**config.mk**
```make
export PLATFORM = sky130hd
export DESIGN_NAME = mbx_ring_ctrl
export DESIGN_NICKNAME = d
export VERILOG_FILES = /design/src/rtl/mbx_pkg.sv /design/src/rtl/mbx_ptr_slice.sv /design/src/rtl/mbx_status.sv /design/src/rtl/mbx_mem_port.sv /design/src/rtl/mbx_ring_ctrl.sv
export SDC_FILE = /design/constraint.sdc
export NUM_CORES = 1
export LEC_CHECK = 0
export BUFFER_PORTS_ARGS = -buffer_cell sky130_fd_sc_hd__buf_2
export CORE_MARGIN = 2
export CORE_UTILIZATION = 44
export DETAILED_ROUTE_END_ITERATION = 16
export SYNTH_ARGS = -nofsm -noshare
export SYNTH_HDL_FRONTEND = slang
export SYNTH_SLANG_ARGS = --single-unit
export TNS_END_PERCENT = 50
```
**constraint.sdc**
```tcl
create_clock -name clk -period 8.94 [get_ports clk]
set_input_delay 0.894 -clock clk [delete_from_list [all_inputs] [get_ports clk]]
set_output_delay 0.894 -clock clk [all_outputs]
set_load 0.02 [all_outputs]
```
**src/rtl/mbx_pkg.sv**
```systemverilog
package mbx_pkg;
  localparam int CFG_FIELD_W = 2;

  typedef enum logic [CFG_FIELD_W-1:0] {
    F_START  = 2'd0,
    F_BOTTOM = 2'd1,
    F_TAIL   = 2'd2,
    F_MASK   = 2'd3
  } cfg_field_e;
endpackage

```
**src/rtl/mbx_ptr_slice.sv**
```systemverilog
module mbx_ptr_slice
  import mbx_pkg::*;
#(
  parameter int ADDR_W     = 12,
  parameter int RST_START  = 0,
  parameter int RST_BOTTOM = 16
) (
  input  logic                   clk,
  input  logic                   rst_n,
  input  logic                   cfg_hit,
  input  logic [CFG_FIELD_W-1:0] cfg_field,
  input  logic [ADDR_W-1:0]      cfg_data,
  input  logic                   adv,
  output logic [ADDR_W-1:0]      wptr,
  output logic                   full_hit,
  output logic                   wrap_hit
);
  logic [ADDR_W-1:0] start_q, bottom_q, tail_q, tail_eff, nxt;

  function automatic logic [ADDR_W-1:0] next_ptr(
    input logic [ADDR_W-1:0] wp, st, bt);
    logic [ADDR_W-1:0] inc;
    inc = wp + ADDR_W'(1);
    return (inc == bt) ? st : inc;
  endfunction

  function automatic logic lands_on(
    input logic [ADDR_W-1:0] nx, tl);
    return nx == tl;
  endfunction

  // tail written this cycle is compared first
  assign tail_eff = (cfg_hit && cfg_field == F_TAIL) ? cfg_data : tail_q;
  assign nxt      = next_ptr(wptr, start_q, bottom_q);
  assign full_hit = adv && lands_on(nxt, tail_eff);
  assign wrap_hit = adv && (wptr + ADDR_W'(1) == bottom_q);

  always_ff @(posedge clk) begin
    if (!rst_n) begin
      start_q  <= ADDR_W'(RST_START);
      bottom_q <= ADDR_W'(RST_BOTTOM);
      tail_q   <= ADDR_W'(RST_START);
      wptr     <= ADDR_W'(RST_START);
    end else begin
      if (cfg_hit && cfg_field == F_START)  start_q  <= cfg_data;
      if (cfg_hit && cfg_field == F_BOTTOM) bottom_q <= cfg_data;
      if (cfg_hit && cfg_field == F_TAIL)   tail_q   <= cfg_data;
      if (cfg_hit && cfg_field == F_START)  wptr     <= cfg_data;
      else if (adv)                         wptr     <= nxt;
    end
  end
endmodule

```
**src/rtl/mbx_status.sv**
```systemverilog
module mbx_status #(
  parameter int N_MBOX = 4
) (
  input  logic              clk,
  input  logic              rst_n,
  input  logic [N_MBOX-1:0] set_mm,
  input  logic [N_MBOX-1:0] set_mf,
  input  logic              clr_we,
  input  logic [N_MBOX-1:0] clr_mm,
  input  logic [N_MBOX-1:0] clr_mf,
  input  logic [N_MBOX-1:0] mask_we,
  input  logic [1:0]        mask_data,
  output logic [N_MBOX-1:0] status_mm,
  output logic [N_MBOX-1:0] status_mf,
  output logic              irq,
  output logic              halt
);
  logic [N_MBOX-1:0] mask_mm, mask_mf, clr_mm_eff, clr_mf_eff;

  function automatic logic [N_MBOX-1:0] w1c_update(
    input logic [N_MBOX-1:0] cur, set, clr);
    return set | (cur & ~clr);
  endfunction

  assign clr_mm_eff = clr_we ? clr_mm : '0;
  assign clr_mf_eff = clr_we ? clr_mf : '0;

  always_ff @(posedge clk) begin
    if (!rst_n) begin
      status_mm <= '0;
      status_mf <= '0;
    end else begin
      status_mm <= w1c_update(status_mm, set_mm, clr_mm_eff);
      status_mf <= w1c_update(status_mf, set_mf, clr_mf_eff);
    end
  end

  for (genvar i = 0; i < N_MBOX; i++) begin : g_mask
    always_ff @(posedge clk) begin
      if (!rst_n) begin
        mask_mm[i] <= 1'b0;
        mask_mf[i] <= 1'b0;
      end else if (mask_we[i]) begin
        mask_mm[i] <= mask_data[0];
        mask_mf[i] <= mask_data[1];
      end
    end
  end

  assign irq  = |((status_mm & ~mask_mm) | (status_mf & ~mask_mf));
  assign halt = |status_mf;
endmodule

```
**src/rtl/mbx_mem_port.sv**
```systemverilog
module mbx_mem_port #(
  parameter int ADDR_W = 12,
  parameter int DATA_W = 32
) (
  input  logic              clk,
  input  logic              rst_n,
  input  logic              fire,
  input  logic [ADDR_W-1:0] addr,
  input  logic [DATA_W-1:0] data,
  output logic              mem_we,
  output logic [ADDR_W-1:0] mem_addr,
  output logic [DATA_W-1:0] mem_wdata
);
  always_ff @(posedge clk) begin
    if (!rst_n) begin
      mem_we    <= 1'b0;
      mem_addr  <= '0;
      mem_wdata <= '0;
    end else begin
      mem_we <= fire;
      if (fire) begin
        mem_addr  <= addr;
        mem_wdata <= data;
      end
    end
  end
endmodule

```
**src/rtl/mbx_ring_ctrl.sv**
```systemverilog
module mbx_ring_ctrl
  import mbx_pkg::*;
#(
  parameter int N_MBOX    = 4,
  parameter int ADDR_W    = 12,
  parameter int DATA_W    = 32,
  parameter int DEF_DEPTH = 16,
  localparam int IDX_W    = (N_MBOX > 1) ? $clog2(N_MBOX) : 1
) (
  input  logic                   clk,
  input  logic                   rst_n,
  input  logic                   cfg_we,
  input  logic [IDX_W-1:0]       cfg_mbox,
  input  logic [CFG_FIELD_W-1:0] cfg_field,
  input  logic [ADDR_W-1:0]      cfg_data,
  input  logic                   clr_we,
  input  logic [N_MBOX-1:0]      clr_mm,
  input  logic [N_MBOX-1:0]      clr_mf,
  input  logic                   ind_valid,
  input  logic [IDX_W-1:0]       ind_mbox,
  input  logic [DATA_W-1:0]      ind_data,
  output logic                   mem_we,
  output logic [ADDR_W-1:0]      mem_addr,
  output logic [DATA_W-1:0]      mem_wdata,
  output logic [N_MBOX-1:0]      status_mm,
  output logic [N_MBOX-1:0]      status_mf,
  output logic                   irq,
  output logic                   halt
);
  // named internal events, observed by the checker
  logic                ind_fire;
  logic [N_MBOX-1:0]   fire_onehot;
  logic [N_MBOX-1:0]   cfg_hit;
  logic [N_MBOX-1:0]   mask_we;
  logic [N_MBOX-1:0]   full_hit;
  logic [N_MBOX-1:0]   wrap_hit;
  logic [ADDR_W-1:0]   wptr [N_MBOX];
  logic [ADDR_W-1:0]   sel_wptr;

  assign ind_fire = ind_valid && !halt;

  for (genvar i = 0; i < N_MBOX; i++) begin : g_mbox
    assign fire_onehot[i] = ind_fire && (ind_mbox == IDX_W'(i));
    assign cfg_hit[i]     = cfg_we && (cfg_mbox == IDX_W'(i));
    assign mask_we[i]     = cfg_hit[i] && (cfg_field == F_MASK);

    mbx_ptr_slice #(
      .ADDR_W    (ADDR_W),
      .RST_START (i * DEF_DEPTH),
      .RST_BOTTOM((i + 1) * DEF_DEPTH)
    ) i_slice (
      .clk      (clk),
      .rst_n    (rst_n),
      .cfg_hit  (cfg_hit[i]),
      .cfg_field(cfg_field),
      .cfg_data (cfg_data),
      .adv      (fire_onehot[i]),
      .wptr     (wptr[i]),
      .full_hit (full_hit[i]),
      .wrap_hit (wrap_hit[i])
    );
  end

  always_comb begin
    sel_wptr = wptr[0];
    for (int i = 1; i < N_MBOX; i++)
      if (ind_mbox == IDX_W'(i)) sel_wptr = wptr[i];
  end

  mbx_status #(.N_MBOX(N_MBOX)) i_status (
    .clk      (clk),
    .rst_n    (rst_n),
    .set_mm   (fire_onehot),
    .set_mf   (full_hit),
    .clr_we   (clr_we),
    .clr_mm   (clr_mm),
    .clr_mf   (clr_mf),
    .mask_we  (mask_we),
    .mask_data(cfg_data[1:0]),
    .status_mm(status_mm),
    .status_mf(status_mf),
    .irq      (irq),
    .halt     (halt)
  );

  mbx_mem_port #(.ADDR_W(ADDR_W), .DATA_W(DATA_W)) i_mem (
    .clk      (clk),
    .rst_n    (rst_n),
    .fire     (ind_fire),
    .addr     (sel_wptr),
    .data     (ind_data),
    .mem_we   (mem_we),
    .mem_addr (mem_addr),
    .mem_wdata(mem_wdata)
  );
endmodule

```
==> results.cfg <==
[detailed_routing]
dr.pass1.iters = 5
drtAntennaViolNets = 0
drt_iter0_markers = 1254
drt_wl_total_um = 46100
avgRoutedWirePerCell_um = 21.2
via_per_inst = 5.88
vias = 12800
drc = 0

[synth]
synth_top_area_share_pct = 36.8
synth_compound_area_share_pct = 15.8
syn_inst = 1717
yosys.area_share.simple_pct = 21.7
synth_top_family_by_area = simple AND/OR/NAND/NOR gates
async_reset_ff_share_pct = 0
synthXorXnorAreaFrac_pct = 8.57
ys_top_cells_by_area = dfxtp_1, nand2_1, mux2i_1
yosys_register_bits = 253
syn_area_mm2 = 0.0138
ys_seq_area_share_pct = 36.8
ys.flop_type = dfxtp_1
ys_warn_count = 0
yosysMostFrequentCell = nand2_1
synth_enable_flop_cells = 0
synthTopCellsByCount = nand2_1, dfxtp_1, a21oi_1
synthAdderAreaFrac_pct = 0.364
syn-num-nets = 1784
synth_top_area_cell = dfxtp_1
synth_cell_types = 74
avgSynthCellArea_um2 = 8.01
synthMuxAreaShare_pct = 11.4

[grt]
grt_pass1_vias = 11700
grt_antenna_before_repair = 2
grt_max_degree = 93
grt.total_usage_pct = 27.3
grt.overflow.total = 0
grt_pass1_wl_um = 70200

[critical_path]
r2r_setup_slack_ps = 4950
reg2reg_depth = 11
crit_path_max_fanout = 27
critical_path_class = reg2reg
worstSetupEndpointType = flip-flop
cp.arrival_ps = 4460
worstSetupEndpoint = i_status.status_mf[1]
r2r_start = g_mbox[1].i_slice.wptr[0]
required_ps = 9410
r2r_end = i_status.status_mf[1]
startpoint_type = flip-flop
startpoint = g_mbox[1].i_slice.wptr[0]

[floorplanning]
start_util_pct = 44.8
die-area_mm2 = 0.0327
die_w_um = 181
io-pin-count = 118
rows = 64
core-area_mm2 = 0.0307
die_height_um = 181

[sta]
hold_viol = 0
setup_violations = 0
finalMaxSlewViolations = 0
fmax_mhz = 250
finalSetupTns_ps = 0
worst_pin_slew_ps = 1320
fin_worst_skew_ps = 15.9
relSlewSlack_pct = 11.7
final.period_utilization_pct = 44.7
rsz0062_at_grt = false
min_period_ps = 3990

[clock_tree]
htreeDepth = 1
cts_sinks = 253
cts_root_buffer = clkbuf_16
clkTransAtPathRegs_ps = 60
numCtsBuffers = 29
worstSkewPairLatency_ps = 560
cts_tree = built
post_cts_buffers = 0
ctsHoldBuffers = 0
cts_buffer_depth = 3
cts-resized-gates = 0

[power]
p_int_w = 0.00197
combPwrFrac_pct = 9.1
power.clock.fraction_pct = 46.3
switching_share_pct = 25.9
switchingPower_w = 0.000688
irDropWorstVdd_mv = 0.135
power_density_mw_per_mm2 = 173
power_w = 0.00266
leakagePower_nw = 5.77
seq_power_share_pct = 44.6

[finish]
drive_above_1_share_pct = 13.0
fillerInstances = 3044
area_growth_pct = 12.0
final_cell_count_no_fill = 2170
fin_nets = 1816

[placed_design]
gp_congestion = 0.947
port_buffers = 117
hpwl_um = 31400
dp.cells = 2114

[status]
status = finished clean

[min_path]
hold_class = reg2reg

[flow_run]
maxCapViolations = 0
[per-layer routing]
layer	global-route usage, %	routed length (um)	share of wire (%)
met3	3.08	3190	6.9
met1	37.4	20400	44
met4	11.8	2130	4.6
met5	0	0	0
met2	43.3	20400	44
[logic make-up after synthesis]
logic type / count (synthesis)
buf+inv: 172
fa+ha+maj: 4
compound gates: 363
xor+xnor: 123
simple gates: 662
flops: 253
mux: 140
[final cells by class]
cell class                 instances  area, um2  share of cell area, %
multi-input combinational       1292       7990                   51.9
sequential                       253       5060                   32.9
clock buffer                      42        835                   5.42
timing repair buffer             133        706                   4.58
tap                              396        495                   3.22
inverter                          40        155                   1.01
clock inverter                    12        144                  0.935
antenna                            2       5.00                 0.0325
[power by group through the flow]
stage	registers [W]	logic (W)	clock network [W]
6_report	0.00118	0.000242	0.00123
4_1_cts	0.00118	0.000240	0.00124
3_5_place_dp	0.00121	0.000239	0
2_1_floorplan	0.00121	0.000150	0
5_1_grt	0.00119	0.000261	0.00129
3_3_place_gp	0.00121	0.000237	0
[flip-flops by register name (all words and copies together) (netlist names)]
signal / cells
g_mbox.i_slice.bottom_q: 48
g_mbox.i_slice.start_q: 48
g_mbox.i_slice.tail_q: 48
g_mbox.i_slice.wptr: 48
i_mem.mem_addr: 12
i_mem.mem_wdata: 32
i_mem.mem_we: 1
i_status.mask_mf: 4
i_status.mask_mm: 4
i_status.status_mf: 4
i_status.status_mm: 4
[metrics by stage]
| stage | setup slack, ps | cell area [um2] | util, % | hold WS (ps) |
|---|---|---|---|---|
| final | 4950 | 15400 | 50.2 | 451 |
| after global routing | 4730 | 15400 | 50.2 | 470 |
| after CTS | 5030 | 15400 | 50.2 | 452 |
| after detailed placement | 5050 | 14400 | 47.0 | 444 |
| after global placement | 5020 | 14400 | 47.0 | 439 |
| after floorplan | 5570 | 13800 | - | 436 |
[worst max-delay path, cell delays in order (launching register included)]
cell and delay [ps]:
dfxtp_1 550, ha_1 550, nand3_1 210, a32o_1 260, a2111oi_0 400, nand4_1 300, nor4_4 330, buf_4 370
mux2_2 420, xnor2_1 140, nand3_1 120, o31ai_1 230
[worst min-delay path by stage]
stage / from / end / slack (ps) / cells past startpoint
5_1_grt: i_mem.mem_wdata[8] / i_mem.mem_wdata[8] / 470 / 2
4_1_cts: i_mem.mem_addr[1] / i_mem.mem_addr[1] / 450 / 2
2_1_floorplan: g_mbox[2].i_slice.start_q[1] / g_mbox[2].i_slice.start_q[1] / 440 / 2
3_5_place_dp: i_mem.mem_addr[1] / i_mem.mem_addr[1] / 440 / 2
6_report: i_mem.mem_addr[1] / i_mem.mem_addr[1] / 450 / 2
3_3_place_gp: i_mem.mem_wdata[8] / i_mem.mem_wdata[8] / 440 / 2
[cell usage in the layout, fill, tap and decap left out, types with 6 or more instances in the layout]
cell and instances:
xnor2_1 81, nand2_1 335, o221ai_1 10, nor3_1 17, clkbuf_8 6, mux4_2 12, o22ai_1 11, a31oi_1 11
clkinv_2 6, nor4_1 9, mux2_2 15, clkbuf_16 29, a21oi_1 198, clkbuf_1 7, mux2i_1 113, o2bb2ai_1 6
nand3_1 38, and2_1 6, buf_2 117, and3_1 11, inv_1 38, or3_1 7, nor3b_1 8, nand4_1 27
dfxtp_1 253, nor2b_1 16, nor2_1 134, nand2b_1 17, buf_4 16, xor2_1 35, o211ai_1 19, o21ai_0 52
(Power assumes the default switching activity.)
